==> src/rtl/dma_pkg.sv <==
// Shared types for the DMA burst engine.
package dma_pkg;

    // Engine sequencing states: one bus phase and one FIFO phase per beat.
    typedef enum logic [1:0] {
        ST_IDLE = 2'd0,
        ST_BUS  = 2'd1,
        ST_PER  = 2'd2,
        ST_END  = 2'd3
    } dma_state_e;

    // Transfer direction.
    typedef enum logic {
        DIR_M2P = 1'b0,
        DIR_P2M = 1'b1
    } dma_dir_e;

endpackage

==> src/rtl/dma_desc_regs.sv <==
// Descriptor registers: current address and remaining count.
// Works out the length of the running burst and the address of each beat.
// Assumes cur_addr holds the burst start address for the whole burst, and
// that the sequencer raises burst_end for exactly one cycle per burst.
module dma_desc_regs #(
    parameter int ADDR_W     = 32,
    parameter int CNT_W      = 16,
    parameter int BURST_LEN  = 4,
    parameter int WORD_BYTES = 4,
    parameter int BEAT_W     = 3
) (
    input  logic              clk,
    input  logic              rst_n,
    input  logic              load,
    input  logic [ADDR_W-1:0] ld_addr,
    input  logic [CNT_W-1:0]  ld_cnt,
    input  logic              burst_end,
    input  logic              burst_err,
    input  logic [BEAT_W-1:0] beat_idx,
    output logic [ADDR_W-1:0] cur_addr,
    output logic [CNT_W-1:0]  remain,
    output logic [BEAT_W-1:0] blen,
    output logic              last_burst,
    output logic [ADDR_W-1:0] beat_addr
);

    localparam logic [CNT_W-1:0]  FULL_CNT  = CNT_W'(BURST_LEN);
    localparam logic [BEAT_W-1:0] FULL_BEAT = BEAT_W'(BURST_LEN);
    localparam logic [ADDR_W-1:0] STEP      = ADDR_W'(WORD_BYTES);

    logic [ADDR_W-1:0] next_clean;
    logic [ADDR_W-1:0] next_err;

    // Burst length, beat address and the two possible end-of-burst addresses.
    always_comb begin
        blen       = (remain >= FULL_CNT) ? FULL_BEAT : remain[BEAT_W-1:0];
        last_burst = (remain == CNT_W'(blen));
        beat_addr  = cur_addr + ADDR_W'(beat_idx) * STEP;
        next_clean = cur_addr + ADDR_W'(blen) * STEP;
        next_err   = cur_addr + ADDR_W'(blen - 1'b1) * STEP;
    end

    // Load on start; step address and count once at each burst end.
    always_ff @(posedge clk) begin
        if (!rst_n) begin
            cur_addr <= '0;
            remain   <= '0;
        end else if (load) begin
            cur_addr <= ld_addr;
            remain   <= ld_cnt;
        end else if (burst_end) begin
            cur_addr <= burst_err ? next_err : next_clean;
            remain   <= remain - CNT_W'(blen);
        end
    end

endmodule

==> src/rtl/dma_beat_fsm.sv <==
// Beat sequencer. Each beat has a bus phase and a FIFO phase, in an order set
// by the direction. Errors are collected for the burst but never cut it short.
// The sequencer stops at the burst boundary when the burst saw an error.
// Assumes bus_err is only meaningful together with bus_ack.
module dma_beat_fsm
    import dma_pkg::*;
#(
    parameter int BEAT_W = 3
) (
    input  logic              clk,
    input  logic              rst_n,
    input  logic              start,
    input  logic              start_dir,
    input  logic              cnt_zero,
    input  logic [BEAT_W-1:0] blen,
    input  logic              last_burst,
    input  logic              bus_ack,
    input  logic              bus_err,
    input  logic              per_full,
    input  logic              per_empty,
    output dma_state_e        state,
    output dma_dir_e          dir,
    output logic [BEAT_W-1:0] beat_idx,
    output logic              burst_err,
    output logic              halted,
    output logic              load,
    output logic              burst_end,
    output logic              bus_req,
    output logic              per_push,
    output logic              per_pop
);

    dma_state_e first_phase;
    logic       beat_done;
    logic       last_beat;

    // Handshake strobes and beat bookkeeping decoded from the state.
    always_comb begin
        first_phase = (dir == DIR_M2P) ? ST_BUS : ST_PER;
        bus_req     = (state == ST_BUS);
        per_push    = (state == ST_PER) && (dir == DIR_M2P) && !per_full;
        per_pop     = (state == ST_PER) && (dir == DIR_P2M) && !per_empty;
        beat_done   = (bus_req && bus_ack && dir == DIR_P2M) || per_push;
        last_beat   = (beat_idx == blen - 1'b1);
        load        = (state == ST_IDLE) && start;
        burst_end   = (state == ST_END);
    end

    // State, beat index, burst error collection and halt tracking.
    always_ff @(posedge clk) begin
        if (!rst_n) begin
            state     <= ST_IDLE;
            dir       <= DIR_M2P;
            beat_idx  <= '0;
            burst_err <= 1'b0;
            halted    <= 1'b0;
        end else begin
            case (state)
                ST_IDLE: begin
                    if (start) begin
                        dir       <= dma_dir_e'(start_dir);
                        halted    <= 1'b0;
                        beat_idx  <= '0;
                        burst_err <= 1'b0;
                        if (!cnt_zero) begin
                            state <= start_dir ? ST_PER : ST_BUS;
                        end
                    end
                end
                ST_BUS: begin
                    if (bus_ack) begin
                        if (bus_err) begin
                            burst_err <= 1'b1;
                        end
                        if (dir == DIR_M2P) begin
                            state <= ST_PER;
                        end else if (last_beat) begin
                            state <= ST_END;
                        end else begin
                            beat_idx <= beat_idx + 1'b1;
                            state    <= first_phase;
                        end
                    end
                end
                ST_PER: begin
                    if (per_pop) begin
                        state <= ST_BUS;
                    end else if (beat_done) begin
                        if (last_beat) begin
                            state <= ST_END;
                        end else begin
                            beat_idx <= beat_idx + 1'b1;
                            state    <= first_phase;
                        end
                    end
                end
                ST_END: begin
                    if (burst_err) begin
                        halted <= 1'b1;
                        state  <= ST_IDLE;
                    end else if (last_burst) begin
                        state <= ST_IDLE;
                    end else begin
                        beat_idx  <= '0;
                        burst_err <= 1'b0;
                        state     <= first_phase;
                    end
                end
                default: state <= ST_IDLE;
            endcase
        end
    end

endmodule

==> src/rtl/dma_err_log.sv <==
// Sticky error flags, one per access kind, and the interrupt they drive.
// Bit 0 is the read flag and bit 1 the write flag. Software clears a flag by
// writing zero to its bit. A set in the same cycle takes priority.
module dma_err_log #(
    parameter int NFLAGS = 2
) (
    input  logic              clk,
    input  logic              rst_n,
    input  logic [NFLAGS-1:0] set_vec,
    input  logic              sw_wr,
    input  logic [NFLAGS-1:0] sw_data,
    output logic [NFLAGS-1:0] flags,
    output logic              irq
);

    for (genvar i = 0; i < NFLAGS; i++) begin : g_flag
        logic bit_q;

        // One sticky bit: set by hardware, cleared by a zero write.
        always_ff @(posedge clk) begin
            if (!rst_n) begin
                bit_q <= 1'b0;
            end else if (set_vec[i]) begin
                bit_q <= 1'b1;
            end else if (sw_wr && !sw_data[i]) begin
                bit_q <= 1'b0;
            end
        end

        assign flags[i] = bit_q;
    end

    // Interrupt is raised while any flag is set.
    assign irq = |flags;

endmodule

==> src/rtl/dma_burst_engine.sv <==
// DMA burst engine top. Moves words between the bus and a peripheral FIFO
// in bursts of BURST_LEN beats and tolerates slave errors without cutting a
// burst short. Assumes the bus slave holds bus_rdata valid with bus_ack and
// that the FIFO's head word is visible on per_rd_data while per_empty is low.
module dma_burst_engine
    import dma_pkg::*;
#(
    parameter int ADDR_W    = 32,
    parameter int DATA_W    = 32,
    parameter int CNT_W     = 16,
    parameter int BURST_LEN = 4
) (
    input  logic              clk,
    input  logic              rst_n,
    input  logic              start,
    input  logic              start_dir,
    input  logic [ADDR_W-1:0] start_addr,
    input  logic [CNT_W-1:0]  start_cnt,
    output logic              bus_req,
    output logic              bus_we,
    output logic [ADDR_W-1:0] bus_addr,
    output logic [DATA_W-1:0] bus_wdata,
    input  logic              bus_ack,
    input  logic              bus_err,
    input  logic [DATA_W-1:0] bus_rdata,
    output logic              per_wr_en,
    output logic [DATA_W-1:0] per_wr_data,
    input  logic              per_full,
    output logic              per_rd_en,
    input  logic [DATA_W-1:0] per_rd_data,
    input  logic              per_empty,
    input  logic              sw_wr,
    input  logic [1:0]        sw_data,
    output logic              rd_err,
    output logic              wr_err,
    output logic              irq,
    output logic              busy,
    output logic              halted,
    output logic [ADDR_W-1:0] cur_addr,
    output logic [CNT_W-1:0]  remain
);

    localparam int WORD_BYTES = DATA_W / 8;
    localparam int BEAT_W     = $clog2(BURST_LEN + 1);

    dma_state_e        state;
    dma_dir_e          dir;
    logic [BEAT_W-1:0] beat_idx;
    logic [BEAT_W-1:0] blen;
    logic              last_burst;
    logic              burst_err;
    logic              load;
    logic              burst_end;
    logic [DATA_W-1:0] hold_q;
    logic [1:0]        err_set;
    logic [1:0]        err_flags;

    dma_beat_fsm #(
        .BEAT_W(BEAT_W)
    ) u_fsm (
        .clk       (clk),
        .rst_n     (rst_n),
        .start     (start),
        .start_dir (start_dir),
        .cnt_zero  (start_cnt == '0),
        .blen      (blen),
        .last_burst(last_burst),
        .bus_ack   (bus_ack),
        .bus_err   (bus_err),
        .per_full  (per_full),
        .per_empty (per_empty),
        .state     (state),
        .dir       (dir),
        .beat_idx  (beat_idx),
        .burst_err (burst_err),
        .halted    (halted),
        .load      (load),
        .burst_end (burst_end),
        .bus_req   (bus_req),
        .per_push  (per_wr_en),
        .per_pop   (per_rd_en)
    );

    dma_desc_regs #(
        .ADDR_W    (ADDR_W),
        .CNT_W     (CNT_W),
        .BURST_LEN (BURST_LEN),
        .WORD_BYTES(WORD_BYTES),
        .BEAT_W    (BEAT_W)
    ) u_desc (
        .clk       (clk),
        .rst_n     (rst_n),
        .load      (load),
        .ld_addr   (start_addr),
        .ld_cnt    (start_cnt),
        .burst_end (burst_end),
        .burst_err (burst_err),
        .beat_idx  (beat_idx),
        .cur_addr  (cur_addr),
        .remain    (remain),
        .blen      (blen),
        .last_burst(last_burst),
        .beat_addr (bus_addr)
    );

    // Error flag set strobes: bit 0 on an errored read, bit 1 on an errored write.
    always_comb begin
        err_set[0] = bus_req && bus_ack && bus_err && !bus_we;
        err_set[1] = bus_req && bus_ack && bus_err &&  bus_we;
    end

    dma_err_log #(
        .NFLAGS(2)
    ) u_err (
        .clk    (clk),
        .rst_n  (rst_n),
        .set_vec(err_set),
        .sw_wr  (sw_wr),
        .sw_data(sw_data),
        .flags  (err_flags),
        .irq    (irq)
    );

    // Word in flight: read data on a read beat, FIFO head on a pop.
    always_ff @(posedge clk) begin
        if (!rst_n) begin
            hold_q <= '0;
        end else if (bus_req && bus_ack && !bus_we) begin
            hold_q <= bus_rdata;
        end else if (per_rd_en) begin
            hold_q <= per_rd_data;
        end
    end

    // Port-facing decodes.
    assign bus_we      = (dir == DIR_P2M);
    assign bus_wdata   = hold_q;
    assign per_wr_data = hold_q;
    assign busy        = (state != ST_IDLE);
    assign rd_err      = err_flags[0];
    assign wr_err      = err_flags[1];

endmodule

==> config.mk <==
export PLATFORM = sky130hd
export DESIGN_NAME = dma_burst_engine
export DESIGN_NICKNAME = d
export VERILOG_FILES = /design/src/rtl/dma_pkg.sv /design/src/rtl/dma_desc_regs.sv /design/src/rtl/dma_beat_fsm.sv /design/src/rtl/dma_err_log.sv /design/src/rtl/dma_burst_engine.sv
export SDC_FILE = /design/constraint.sdc
export NUM_CORES = 1
export LEC_CHECK = 0
export CORE_MARGIN = 10
export CORE_UTILIZATION = 48
export DETAILED_ROUTE_END_ITERATION = 10
export PLACE_DENSITY = 0.88
export SYNTH_ARGS = -nofsm -noshare
export SYNTH_HDL_FRONTEND = slang
export SYNTH_SLANG_ARGS = --single-unit
==> constraint.sdc <==
create_clock -name clk -period 9.2 [get_ports clk]
set_input_delay 1.84 -clock clk [delete_from_list [all_inputs] [get_ports clk]]
set_output_delay 1.84 -clock clk [all_outputs]
set_load 0.02 [all_outputs]
==> metrics.txt <==
status=finished clean; clock period minus worst slack=5.76 ns; Detailed Route WL=between 20000 and 25000 um; initial core utilization=49.0%; Synth Area in Simple Gates=23.6%; pin slew with the least headroom to its limit=~1.0 ns; largest cells by area after synthesis=dfxtp_1, nand2_1, ha_1, xnor2_1, a21oi_1; signed area change from the synthesized netlist to the final layout=42.8%; HPWL after detailed placement=18400 um; leftover overflow at the end of global routing=0; power density over the cells=226 mW/mm2; TritonRoute pass-1 iters=5; Flop pwr share=27.8%; final number of setup-violating endpoints=0; worst slew slack as a fraction of its limit=29.4%; vias=7413; level count of the clock H-tree=3; CP max-delay cell=clkdlybuf4s50_1; post-synthesis cell area=between 0.006 and 0.007 mm2; routability-driven placement congestion ratio=0.891; Resized cells post-CTS=0; row count=43; Worst EP arrival=a little under 4 ns; post-layout utilization of the core=about 70%; Worst Clk Skew=between 0.004 and 0.005 ns; most used cell, CP=nor2b_1; main combinational cell family by area after synthesis=compound AO/OA/AOI/OAI gates; count of unique library cells instantiated by Yosys=69; Compound-Gate Fraction of Synth Area=24.3%; LEAKAGE=3.68 nW; area leader, netlist=dfxtp_1; pin count of the biggest net entering global routing=72; Critical Path, Cell by Cell=ha_1, inv_1, fa_1, inv_1, a21o_1, nor2b_1, nor2b_1, nor2b_1, and4_1, nand4_1, xnor2_1, clkdlybuf4s50_1; RSZ-0062 raised after global routing=no; pins over their slew limit=0; clock share of power=17.7%; number of antenna violations at the first check in global routing=0; type of the most critical hold path=register to register; proportion of netlist area held by the largest area contributor=about a quarter; leading register cell type out of synthesis=dfxtp_1; clock tree from TritonCTS=built; post-CTS setup buffer count=0; largest voltage drop on the vdd net=0.000151 V; delay of the slowest cell on the worst path=0.63 ns; sequential fraction of the synthesis area=26.5%; number of nets with antenna violations after routing=0; register clock-pin slew on the reported worst setup and hold paths=0.07 ns; violation count after the first detailed-routing iteration=just under 500; YS warnings=0; Synth Instances=892; combinational fraction of design power=~55%; final cell count without fillers=roughly 1300; power spent charging and discharging nets=0.947 mW; post-synth net total=1056; number of primary I/O pins=276; switching share of total power=43.1%; Tcrit/Tclk final=62.6%; total die area=between 0.015 and 0.02 mm2; later-pin clock latency in the skew report=0.35 ns; detailed-route DRC error count=0; TritonCTS sink count=90; number of failing hold endpoints at the final stage=0; count of buffers inserted at the top-level ports=275; mux share of post-synthesis cell area=2.08%; fraction of the mapped netlist area in adder cells=7.76%; via count of the first global-routing pass=7196; TritonCTS Buffers=9; launching element type of the critical path=register; post-layout net count=roughly 1300; Die W=between 100 and 150 um; Vert. Die Dim=139 um; Total GRT Usage=about a quarter; critical path class=register to output pin; asr flop ratio synth=0%; syn avg cell area=~7.6 um2; cell at the root of the clock tree=clkbuf_16; global-route wire length before repair=38300 um; post-cts hold buffer count=0; summed negative setup slack over all endpoints=0 ns; area of the core region=0.0139 mm2; cell-internal power=roughly 1.3 mW; per-cell routed wire length=18.9 um; routed vias/inst=5.76; Setup crit end kind=output pin; Fmax=~170 MHz; share of post-route cells with drive strength above 1=4.43%; commonest cells after routing, fill and taps aside=clkdlybuf4s50_1, nand2_1, dfxtp_1; most common cell after layout, fill and taps aside=clkdlybuf4s50_1; critical path peak fanout=7; # diodes=0; Post-synth EDFFs=0; required time of the critical path=7.36 ns; xor/xnor cell area share of the yosys netlist=roughly 8%; post-placement cell count=roughly 1300; maximum capacitance violations=0; clk buf depth=2; flip-flop and latch count after synthesis=90
-- state kept, by name, indices dropped and copies added (netlist names) --
register / flops
bus_wdata: 32
u_desc.cur_addr: 32
u_desc.remain: 16
u_err.g_flag.bit_q: 2
u_fsm.beat_idx: 3
u_fsm.burst_err: 1
u_fsm.dir: 1
u_fsm.halted: 1
u_fsm.state: 2
-- critical path: cells and delay by family (launching register included) --
kind	cells	cell delay (ns)
XOR/XNOR	1	0.16
flip-flops	1	0.45
buffers and inverters	3	0.76
AND/OR/NAND/NOR	5	1.43
adder cells (fa/ha/maj)	2	0.62
AO/OA/AOI/OAI	1	0.15
-- per-layer routing --
| layer | GRT usage [%] | share of wire [%] |
|---|---|---|
| met5 | 0 | 0 |
| met4 | 8.35 | 2.2 |
| met3 | 5.89 | 6.7 |
| met2 | 42.2 | 51 |
| met1 | 27.1 | 40 |
-- stage by stage --
stage | hold WS, ns | setup WS, ns | total power [mW] | cell area [um2]
final | 0.480 | 3.44 | 2.20 | 9710
after detailed placement | 0.478 | 3.78 | 1.81 | 9410
after floorplan | 0.494 | 4.65 | 1.34 | 6800
after global placement | 0.462 | 3.79 | 1.79 | 9410
after global routing | 0.505 | 3.22 | 2.33 | 9710
after CTS | 0.489 | 3.46 | 2.21 | 9710
-- layout make-up --
type	instances	area [um2]
tap	180	225
timing repair buffer	283	2810
inverter	21	78.8
sequential	90	1800
clock inverter	3	46.3
clock buffer	13	260
fill	1134	4170
multi-input combinational	697	4490
-- power groups by stage --
stage	logic, mW	clock network [mW]	registers (mW)
after floorplan	0.659	0	0.682
after global placement	1.18	0	0.613
after detailed placement	1.20	0	0.614
after CTS	1.21	0.394	0.608
after global routing	1.29	0.410	0.627
final	1.20	0.388	0.611
-- logic make-up after synthesis --
| logic type | count (synthesis) |
|---|---|
| multiplexers | 14 |
| AO/OA/AOI/OAI | 248 |
| flip-flops | 90 |
| buffers and inverters | 105 |
| other | 1 |
| XOR/XNOR | 63 |
| adder cells (fa/ha/maj) | 41 |
| AND/OR/NAND/NOR | 330 |
-- synth_stat cells (all sizes together) (11+ instances only) --
library cell and instances:
nand4 18, dfxtp 90, a21oi 66, a31oi 15
xnor2 39, xor2 24, nor2 79, inv 21
a211oi 16, mux2i 13, buf 41, o21ai 46
ha 39, nand3 21, nand2 133, clkbuf 43
a21o 19, a311oi 35, nor3 11
-- worst paths after layout --
check / to / depth (start not counted) / slack, ns / startpoint
max reg2reg: u_desc.cur_addr[28] / 15 / 4.37 / u_desc.remain[8]
max: bus_addr[30] / 12 / 3.44 / u_fsm.beat_idx[0]
min reg2reg: u_desc.cur_addr[1] / 2 / 0.48 / u_desc.cur_addr[1]
min: u_desc.cur_addr[1] / 2 / 0.48 / u_desc.cur_addr[1]
No activity file was read; power rests on OpenSTA's default activity.
